File: src/rtl/trc_pkg.sv
`timescale 1ns/1ps
package trc_pkg;
  typedef enum logic [1:0] {TRK_IDLE, TRK_WAIT, TRK_DRAIN} trk_state_t;

  // control word bit positions
  localparam int CTL_FULL  = 0;
  localparam int CTL_LAST  = 1;
  localparam int CTL_MULTI = 2;
  localparam int CTL_IID   = 8;
endpackage

File: src/rtl/trc_cfg_regs.sv
`timescale 1ns/1ps
module trc_cfg_regs #(
  parameter int NREG = 3,
  parameter int MW   = 8,
  parameter int IW   = 2,
  parameter int DW   = 32,
  parameter int CAW  = 2
) (
  input  logic                     clk,
  input  logic                     rst_n,
  input  logic                     cfg_wr,
  input  logic [CAW-1:0]           cfg_addr,
  input  logic [DW-1:0]            cfg_wdata,
  output logic                     full_mode,
  output logic                     on_last,
  output logic                     multi,
  output logic [IW-1:0]            iid,
  output logic [NREG-1:0]          rg_en,
  output logic [NREG-1:0][MW-1:0]  rg_base,
  output logic [NREG-1:0][MW-1:0]  rg_mask
);
  import trc_pkg::*;

  logic unused_wdata;
  assign unused_wdata = ^cfg_wdata;

  always_ff @(posedge clk or negedge rst_n) begin
    if (!rst_n) begin
      full_mode <= 1'b0;
      on_last   <= 1'b0;
      multi     <= 1'b0;
      iid       <= '0;
      rg_en     <= '0;
      rg_base   <= '0;
      rg_mask   <= '0;
    end else if (cfg_wr) begin
      if (cfg_addr == '0) begin
        full_mode <= cfg_wdata[CTL_FULL];
        on_last   <= cfg_wdata[CTL_LAST];
        multi     <= cfg_wdata[CTL_MULTI];
        iid       <= cfg_wdata[CTL_IID +: IW];
      end
      for (int i = 0; i < NREG; i++) begin
        if (cfg_addr == CAW'(i + 1)) begin
          rg_base[i] <= cfg_wdata[MW-1:0];
          rg_mask[i] <= cfg_wdata[2*MW-1:MW];
          rg_en[i]   <= cfg_wdata[2*MW];
        end
      end
    end
  end
endmodule

File: src/rtl/trc_region_dec.sv
`timescale 1ns/1ps
module trc_region_dec #(
  parameter int NREG = 3,
  parameter int MW   = 8,
  parameter int TW   = 2
) (
  input  logic [MW-1:0]            key,
  input  logic [NREG-1:0]          rg_en,
  input  logic [NREG-1:0][MW-1:0]  rg_base,
  input  logic [NREG-1:0][MW-1:0]  rg_mask,
  output logic [TW-1:0]            tid
);
  logic [NREG-1:0] hit;

  for (genvar g = 0; g < NREG; g++) begin : g_cmp
    assign hit[g] = rg_en[g] && ((key & rg_mask[g]) == (rg_base[g] & rg_mask[g]));
  end

  // lowest index wins: scan downward so the last assignment is the lowest hit
  always_comb begin
    tid = TW'(NREG);
    for (int i = NREG - 1; i >= 0; i--) begin
      if (hit[i]) tid = TW'(i);
    end
  end
endmodule

File: src/rtl/trc_tracker.sv
`timescale 1ns/1ps
module trc_tracker #(
  parameter int LW  = 8,
  parameter int IW  = 2,
  parameter int TW  = 2,
  parameter int UAW = 24,
  parameter int BW  = 16,
  parameter int RW  = 40
) (
  input  logic           clk,
  input  logic           rst_n,
  input  logic           en,
  input  logic           trig_in,
  input  logic           req_fire,
  input  logic           req_wr,
  input  logic           req_burst,
  input  logic [UAW-1:0] req_hi,
  input  logic [TW-1:0]  req_tid,
  input  logic           rsp_fire,
  input  logic           rsp_last,
  input  logic           on_last,
  input  logic           multi,
  input  logic [IW-1:0]  iid,
  input  logic           fifo_full,
  output logic           rec_want,
  output logic           rec_push,
  output logic [RW-1:0]  rec_data
);
  import trc_pkg::*;

  trk_state_t     st;
  logic [LW-1:0]  lat;
  logic           wr_q, burst_q, trg_q, ovf_q;
  logic [UAW-1:0] hi_q;
  logic [TW-1:0]  tid_q;
  logic           report;
  logic [BW-1:0]  head;

  assign report   = (st == TRK_WAIT) && rsp_fire &&
                    ((burst_q && !wr_q && !on_last) || rsp_last);
  assign rec_want = report && en;
  assign rec_push = rec_want && !fifo_full;

  assign head     = {ovf_q, trg_q | trig_in, wr_q, burst_q,
                     multi ? iid : IW'(0), tid_q, lat};
  assign rec_data = {hi_q, head};

  always_ff @(posedge clk or negedge rst_n) begin
    if (!rst_n) begin
      st      <= TRK_IDLE;
      lat     <= '0;
      wr_q    <= 1'b0;
      burst_q <= 1'b0;
      hi_q    <= '0;
      tid_q   <= '0;
    end else if (!en) begin
      st <= TRK_IDLE;
    end else begin
      case (st)
        TRK_IDLE: if (req_fire) begin
          st      <= TRK_WAIT;
          lat     <= LW'(1);
          wr_q    <= req_wr;
          burst_q <= req_burst;
          hi_q    <= req_hi;
          tid_q   <= req_tid;
        end
        TRK_WAIT: if (report) begin
          st <= rsp_last ? TRK_IDLE : TRK_DRAIN;
        end else begin
          lat <= (lat == '1) ? lat : lat + 1'b1;
        end
        TRK_DRAIN: if (rsp_fire && rsp_last) st <= TRK_IDLE;
        default: st <= TRK_IDLE;
      endcase
    end
  end

  // sticky flags, consumed by the next stored record
  always_ff @(posedge clk or negedge rst_n) begin
    if (!rst_n) begin
      trg_q <= 1'b0;
      ovf_q <= 1'b0;
    end else begin
      if (rec_push)     trg_q <= 1'b0;
      else if (trig_in) trg_q <= 1'b1;
      if (rec_push)      ovf_q <= 1'b0;
      else if (rec_want) ovf_q <= 1'b1;
    end
  end
endmodule

File: src/rtl/trc_fifo.sv
`timescale 1ns/1ps
module trc_fifo #(
  parameter int W     = 40,
  parameter int DEPTH = 4
) (
  input  logic         clk,
  input  logic         rst_n,
  input  logic         push,
  input  logic [W-1:0] wdata,
  input  logic         pop,
  output logic [W-1:0] rdata,
  output logic         full,
  output logic         empty
);
  localparam int PW = (DEPTH > 1) ? $clog2(DEPTH) : 1;
  localparam int CW = $clog2(DEPTH + 1);

  logic [W-1:0]  mem [DEPTH];
  logic [PW-1:0] wp, rp;
  logic [CW-1:0] cnt;
  logic          do_push, do_pop;

  assign full    = (cnt == CW'(DEPTH));
  assign empty   = (cnt == '0);
  assign do_push = push && !full;
  assign do_pop  = pop && !empty;
  assign rdata   = mem[rp];

  always_ff @(posedge clk) begin
    if (do_push) mem[wp] <= wdata;
  end

  always_ff @(posedge clk or negedge rst_n) begin
    if (!rst_n) begin
      wp  <= '0;
      rp  <= '0;
      cnt <= '0;
    end else begin
      if (do_push) wp <= (wp == PW'(DEPTH - 1)) ? '0 : wp + 1'b1;
      if (do_pop)  rp <= (rp == PW'(DEPTH - 1)) ? '0 : rp + 1'b1;
      cnt <= cnt + CW'(do_push) - CW'(do_pop);
    end
  end
endmodule

File: src/rtl/trc_serializer.sv
`timescale 1ns/1ps
module trc_serializer #(
  parameter int BW  = 16,
  parameter int UAW = 24,
  parameter int RW  = 40,
  parameter int NXB = 2
) (
  input  logic          clk,
  input  logic          rst_n,
  input  logic          en,
  input  logic          full_mode,
  input  logic          fifo_empty,
  input  logic [RW-1:0] fifo_rdata,
  output logic          fifo_pop,
  output logic          trc_vld,
  input  logic          trc_rdy,
  output logic [BW-1:0] trc_data,
  output logic          trc_last
);
  localparam int IXW = $clog2(NXB + 1);

  logic              busy, full_q, fire, done;
  logic [IXW-1:0]    idx, last_idx;
  logic [RW-1:0]     rec_q;
  logic [NXB*BW-1:0] padded;

  assign last_idx = full_q ? IXW'(NXB) : '0;
  assign trc_vld  = busy;
  assign trc_last = busy && (idx == last_idx);
  assign fire     = busy && trc_rdy;
  assign done     = fire && trc_last;
  assign fifo_pop = (!busy || done) && !fifo_empty && en;

  always_comb begin
    padded = '0;
    padded[UAW-1:0] = rec_q[RW-1:BW];
  end

  always_comb begin
    trc_data = rec_q[BW-1:0];
    for (int k = 0; k < NXB; k++) begin
      if (idx == IXW'(k + 1)) trc_data = padded[k*BW +: BW];
    end
  end

  always_ff @(posedge clk or negedge rst_n) begin
    if (!rst_n) begin
      busy   <= 1'b0;
      full_q <= 1'b0;
      idx    <= '0;
      rec_q  <= '0;
    end else if (fifo_pop) begin
      busy   <= 1'b1;
      full_q <= full_mode;
      idx    <= '0;
      rec_q  <= fifo_rdata;
    end else if (done) begin
      busy <= 1'b0;
    end else if (fire) begin
      idx <= idx + 1'b1;
    end
  end
endmodule

File: src/rtl/trc_capture_agent.sv
`timescale 1ns/1ps
module trc_capture_agent #(
  parameter int AW    = 32,
  parameter int UAW   = 24,
  parameter int MW    = 8,
  parameter int NREG  = 3,
  parameter int LW    = 8,
  parameter int IW    = 2,
  parameter int DEPTH = 4,
  parameter int DW    = 32,
  localparam int TW   = $clog2(NREG + 1),
  localparam int CAW  = $clog2(NREG + 1),
  localparam int BW   = 4 + IW + TW + LW
) (
  input  logic           clk,
  input  logic           rst_n,
  input  logic           en,
  input  logic           trig_in,
  input  logic           cfg_wr,
  input  logic [CAW-1:0] cfg_addr,
  input  logic [DW-1:0]  cfg_wdata,
  input  logic           mon_req_vld,
  input  logic           mon_req_rdy,
  input  logic           mon_req_wr,
  input  logic           mon_req_burst,
  input  logic [AW-1:0]  mon_req_addr,
  input  logic           mon_rsp_vld,
  input  logic           mon_rsp_rdy,
  input  logic           mon_rsp_last,
  output logic           trc_vld,
  input  logic           trc_rdy,
  output logic [BW-1:0]  trc_data,
  output logic           trc_last
);
  localparam int RW  = UAW + BW;
  localparam int NXB = (UAW + BW - 1) / BW;

  logic                    full_mode, on_last, multi;
  logic [IW-1:0]           iid;
  logic [NREG-1:0]         rg_en;
  logic [NREG-1:0][MW-1:0] rg_base, rg_mask;
  logic [TW-1:0]           req_tid;
  logic                    rec_want, rec_push, fifo_full, fifo_empty, fifo_pop;
  logic [RW-1:0]           rec_data, fifo_rdata;
  logic                    unused_addr_lo;

  assign unused_addr_lo = ^mon_req_addr[AW-UAW-1:0];

  trc_cfg_regs #(.NREG(NREG), .MW(MW), .IW(IW), .DW(DW), .CAW(CAW)) u_cfg (
    .clk(clk), .rst_n(rst_n), .cfg_wr(cfg_wr), .cfg_addr(cfg_addr),
    .cfg_wdata(cfg_wdata), .full_mode(full_mode), .on_last(on_last),
    .multi(multi), .iid(iid), .rg_en(rg_en), .rg_base(rg_base), .rg_mask(rg_mask)
  );

  trc_region_dec #(.NREG(NREG), .MW(MW), .TW(TW)) u_dec (
    .key(mon_req_addr[AW-1 -: MW]), .rg_en(rg_en), .rg_base(rg_base),
    .rg_mask(rg_mask), .tid(req_tid)
  );

  trc_tracker #(.LW(LW), .IW(IW), .TW(TW), .UAW(UAW), .BW(BW), .RW(RW)) u_trk (
    .clk(clk), .rst_n(rst_n), .en(en), .trig_in(trig_in),
    .req_fire(mon_req_vld && mon_req_rdy), .req_wr(mon_req_wr),
    .req_burst(mon_req_burst), .req_hi(mon_req_addr[AW-1 -: UAW]),
    .req_tid(req_tid), .rsp_fire(mon_rsp_vld && mon_rsp_rdy),
    .rsp_last(mon_rsp_last), .on_last(on_last), .multi(multi), .iid(iid),
    .fifo_full(fifo_full), .rec_want(rec_want), .rec_push(rec_push),
    .rec_data(rec_data)
  );

  trc_fifo #(.W(RW), .DEPTH(DEPTH)) u_fifo (
    .clk(clk), .rst_n(rst_n), .push(rec_push), .wdata(rec_data),
    .pop(fifo_pop), .rdata(fifo_rdata), .full(fifo_full), .empty(fifo_empty)
  );

  trc_serializer #(.BW(BW), .UAW(UAW), .RW(RW), .NXB(NXB)) u_ser (
    .clk(clk), .rst_n(rst_n), .en(en), .full_mode(full_mode),
    .fifo_empty(fifo_empty), .fifo_rdata(fifo_rdata), .fifo_pop(fifo_pop),
    .trc_vld(trc_vld), .trc_rdy(trc_rdy), .trc_data(trc_data), .trc_last(trc_last)
  );
endmodule

File: config.mk
export PLATFORM = sky130hd
export DESIGN_NAME = trc_capture_agent
export DESIGN_NICKNAME = d
export VERILOG_FILES = /design/src/rtl/trc_pkg.sv /design/src/rtl/trc_cfg_regs.sv /design/src/rtl/trc_region_dec.sv /design/src/rtl/trc_tracker.sv /design/src/rtl/trc_fifo.sv /design/src/rtl/trc_serializer.sv /design/src/rtl/trc_capture_agent.sv
export SDC_FILE = /design/constraint.sdc
export NUM_CORES = 1
export LEC_CHECK = 0
export CAP_MARGIN = 40
export CORE_MARGIN = 8
export CORE_UTILIZATION = 58
export DETAILED_ROUTE_END_ITERATION = 7
export HOLD_SLACK_MARGIN = 0.02
export PLACE_DENSITY_LB_ADDON = 0.15
export SLEW_MARGIN = 20
export SYNTH_ARGS = -nofsm -noshare
export SYNTH_HDL_FRONTEND = slang
export SYNTH_SLANG_ARGS = --single-unit
File: constraint.sdc
create_clock -name clk -period 3.2 [get_ports clk]
set_input_delay 0.64 -clock clk [delete_from_list [all_inputs] [get_ports clk]]
set_output_delay 0.64 -clock clk [all_outputs]
set_load 0.02 [all_outputs]
==> flow_metrics.py, run 1 <==
metrics = {
    "worst_setup_path": {
        "crit_type": "flip-flop to primary output",
        "cp.required_ns": 2.56,
        "cp.arrival_ns": 2.47,
        "critPathLaunchType": "flip-flop",
        "critPathMaxFanout": 6,
        "crit_chain": "inv_1, ha_2, mux2i_1, o21ai_1, clkdlybuf4s50_1",
        "endpoint_kind": "primary output",
        "crit_slowest_cell": "clkdlybuf4s50_1",
        "slowest_delay_ns": 0.67,
    },
    "timing": {
        "skew_ns": 0.0160,
        "finalCritPeriodShare_pct": 97.2,
        "finalSetupViolCount": 0,
        "hold_viol": 0,
        "slew_viol_final": 0,
        "finalCriticalPeriod_ns": 3.11,
        "slew_headroom_pct": 43.8,
        "rsz0062_at_grt": "no",
        "finalSetupTns_ns": 0,
        "max_freq_ghz": 0.321,
        "worst_pin_slew_ns": 0.843,
        "fin_ws_ns": 0.0891,
    },
    "logic_synthesis": {
        "syn_nets": 778,
        "syn_inst": 688,
        "synth_top_family_by_area": "multiplexers",
        "yosys.area_share.simple_pct": 3.35,
        "ys_warn_count": 0,
        "synth_compound_area_share_pct": 2.05,
        "synthArstFlopShare_pct": 47.9,
        "yosys.area_share.adder_pct": 1.16,
        "muxShareOfSynthArea_pct": 21.2,
        "synth_xor_area_share_pct": 2.31,
        "syn_area_um2": 12500,
        "synthFlopType": "edfxtp_1",
        "ys_seq_elements": 307,
        "ys_types": 49,
        "synth_area_per_cell_um2": 18.2,
        "synth-edff-count": 160,
        "yosysSeqAreaShare_pct": 67.7,
    },
    "routing": {
        "ant_nets": 0,
        "first_iter_violations": 468,
        "post_drt_wl_per_cell_um": 22.2,
        "viasPerCell": 5.81,
        "routed_wl_um": 24200,
        "drt-pass1-iter-count": 4,
        "route.detailed.drc": 0,
        "vias": 6330,
    },
    "global_routing": {
        "track_usage_pct": 18.6,
        "antenna_found_initial": 0,
        "grt_pass1_vias": 6871,
        "grt_pass1_wl_um": 38600,
        "grt_max_degree": 63,
        "grt_overflow_total": 0,
    },
    "pwr": {
        "seq_power_share_pct": 44.5,
        "p_sw_mw": 3.47,
        "p_clk_share_pct": 28.7,
        "p_int_mw": 8.67,
        "ir_drop_v": 0.000512,
        "pwr-share-comb_pct": 26.8,
        "p_per_area_nw_per_um2": 828,
        "power.leakage_nw": 5.77,
        "p_total_mw": 12.1,
        "switching_share_pct": 28.6,
    },
    "die": {
        "die_w_um": 163,
        "placementRows": 53,
        "start_util_pct": 59.4,
        "io_pins": 97,
        "design.die.area_um2": 26600,
        "die_y_um": 163,
        "core_um2": 21100,
    },
    "cts": {
        "cts_buffers": 30,
        "cts_buffer_depth": 3,
        "htreeDepth": 1,
        "post-cts-setup-buffers": 0,
        "clk_latency_ns": 0.55,
        "path_clk_slew_ns": 0.06,
        "cts_tree": "done",
        "root_buffer": "clkbuf_16",
        "cts_sinks": 307,
    },
    "place": {
        "post-place-ws_ns": 0.290,
        "gp_congestion": 0.766,
        "placed_cell_area_um2": 13600,
        "place_inst": 1032,
        "hpwl_um": 15600,
        "io_buffer_count": 73,
    },
    "final_layout": {
        "area_growth_pct": 17.1,
        "design_area_um2": 14700,
        "stdcell_count": 1089,
        "layout_commonest_cell": "edfxtp_1",
        "drive_above_1_share_pct": 30.0,
        "fin_nets": 880,
        "layout_common_cells": "edfxtp_1 (160), dfrtp_1 (146), mux2_2 (86), clkdlybuf4s50_1 (63), mux2_4 (39)",
        "fillers": 1376,
        "antenna-diode-count": 0,
    },
    "min_path": {
        "min_path_type": "flip-flop to flip-flop",
    },
    "run_status": {
        "status": "finished, final reports clean",
    },
    "run": {
        "cap_viol_max_count": 0,
    },
}
## flip-flops by register name (all words and copies together), names as in the netlist, 2 cells and up
name and count:
u_cfg.rg_en 3, u_trk.tid_q 2, u_fifo.rp 2, u_cfg.rg_mask 24, u_cfg.iid 2, u_cfg.rg_base 24, u_ser.idx 2, u_trk.lat 8
u_fifo.wp 2, u_ser.rec_q 40, u_fifo.cnt 3, u_trk.hi_q 24, u_trk.st 2, u_fifo.mem 160
## critical path, delay by kind of cell, from the launching register on
family,cells,cell delay (ns)
compound gates,1,0.29
fa+ha+maj,1,0.31
buf+inv,2,0.79
flops,1,0.43
mux,1,0.11
## power by group through the flow
stage | Combinational, mW | Sequential (mW) | Clock (mW)
3_3_place_gp | 3.23 | 5.42 | 0
6_report | 3.26 | 5.40 | 3.48
3_5_place_dp | 3.32 | 5.47 | 0
5_1_grt | 3.52 | 5.48 | 3.70
2_1_floorplan | 2.49 | 5.22 | 0
4_1_cts | 3.32 | 5.40 | 3.54
## stage by stage
stage	utilization [%]	hold WS (ns)
global placement	64.6	0.482
global route	69.5	0.521
finish	69.5	0.505
CTS	69.5	0.506
detailed placement	64.7	0.490
floorplan	-	0.344
## repair_timing
item	CTS	global route
hold buffers	1	0
gates cloned	0	0
gates resized for setup	5	7
endpoints found under the setup margin	13	7
pin swaps	0	0
endpoints found under the hold margin	22	0
## synth_stat cells, types with 7 or more instances
cell / n / area (µm²)
dfrtp_1: 147 / 3680
inv_1: 11 / 41.3
ha_1: 10 / 125
mux2_2: 86 / 968
and2_1: 7 / 43.8
nand3_1: 8 / 40.0
mux4_1: 10 / 263
mux2_4: 39 / 586
nor2_1: 19 / 71.3
o21ai_0: 14 / 70.1
mux2i_1: 16 / 160
xor2_1: 29 / 254
buf_2: 8 / 40.0
edfxtp_1: 160 / 4800
mux4_2: 30 / 676
nand2_1: 26 / 97.6
## area by class of cell
type                            instances  area (µm²)  share of cell area, %
Clock buffer                           34         776                   5.29
Clock inverter                         22         216                   1.48
Inverter                               11        41.3                  0.282
Multi-Input combinational cell        344        3770                   25.7
Sequential cell                       307        8480                   57.9
Tap cell                              275         344                   2.35
Timing Repair Buffer                   96        1030                   7.02
## metal layers
metal  up-vias  global-route usage, %  share of wire, %
met3        32                   2.76               4.2
met5         -                      0                 0
met4         0                   4.00               1.6
met2       155                   29.8                48
met1      3316                   26.9                47
li1       2827                      -                 -
## kinds of logic (layout without fill, tap and decap cells)
family / Yosys count / after routing
flip-flops: 307 / 307
XOR/XNOR: 33 / 33
buffers and inverters: 37 / 163
adder cells (fa/ha/maj): 11 / 11
AO/OA/AOI/OAI: 36 / 36
multiplexers: 181 / 181
AND/OR/NAND/NOR: 83 / 83
## worst paths after layout
check,end,slack [ns],cells after the start,from
worst max-delay path,trc_data[3],0.09,5,u_ser.idx[1]$_DFFE_PN0P_
worst min-delay path,u_cfg.iid[1]$_DFFE_PN0P_,0.51,1,u_cfg.iid[1]$_DFFE_PN0P_
worst max register to register,u_fifo.cnt[2]$_DFF_PN0_,0.76,12,u_ser.idx[1]$_DFFE_PN0P_
worst min register to register,u_cfg.iid[1]$_DFFE_PN0P_,0.51,1,u_cfg.iid[1]$_DFFE_PN0P_
max in group asynchronous,u_fifo.cnt[2]$_DFF_PN0_,1.74,4,rst_n
min in group asynchronous,u_trk.hi_q[20]$_DFFE_PN0P_,0.52,2,rst_n
No activity file was read; power rests on OpenSTA's default activity.
==> run 2, diff against run 1 <==
--- a/config.mk
+++ b/config.mk
@@ -9,9 +9,10 @@
 export CORE_MARGIN = 8
 export CORE_UTILIZATION = 58
 export DETAILED_ROUTE_END_ITERATION = 7
-export HOLD_SLACK_MARGIN = 0.02
+export HOLD_SLACK_MARGIN = 0.1
 export PLACE_DENSITY_LB_ADDON = 0.15
 export SLEW_MARGIN = 20
 export SYNTH_ARGS = -nofsm -noshare
 export SYNTH_HDL_FRONTEND = slang
 export SYNTH_SLANG_ARGS = --single-unit
+export TNS_END_PERCENT = 50
==> results of run 2 <==
Same layout as run 1: the final DEF is identical, and so are final timing and power.
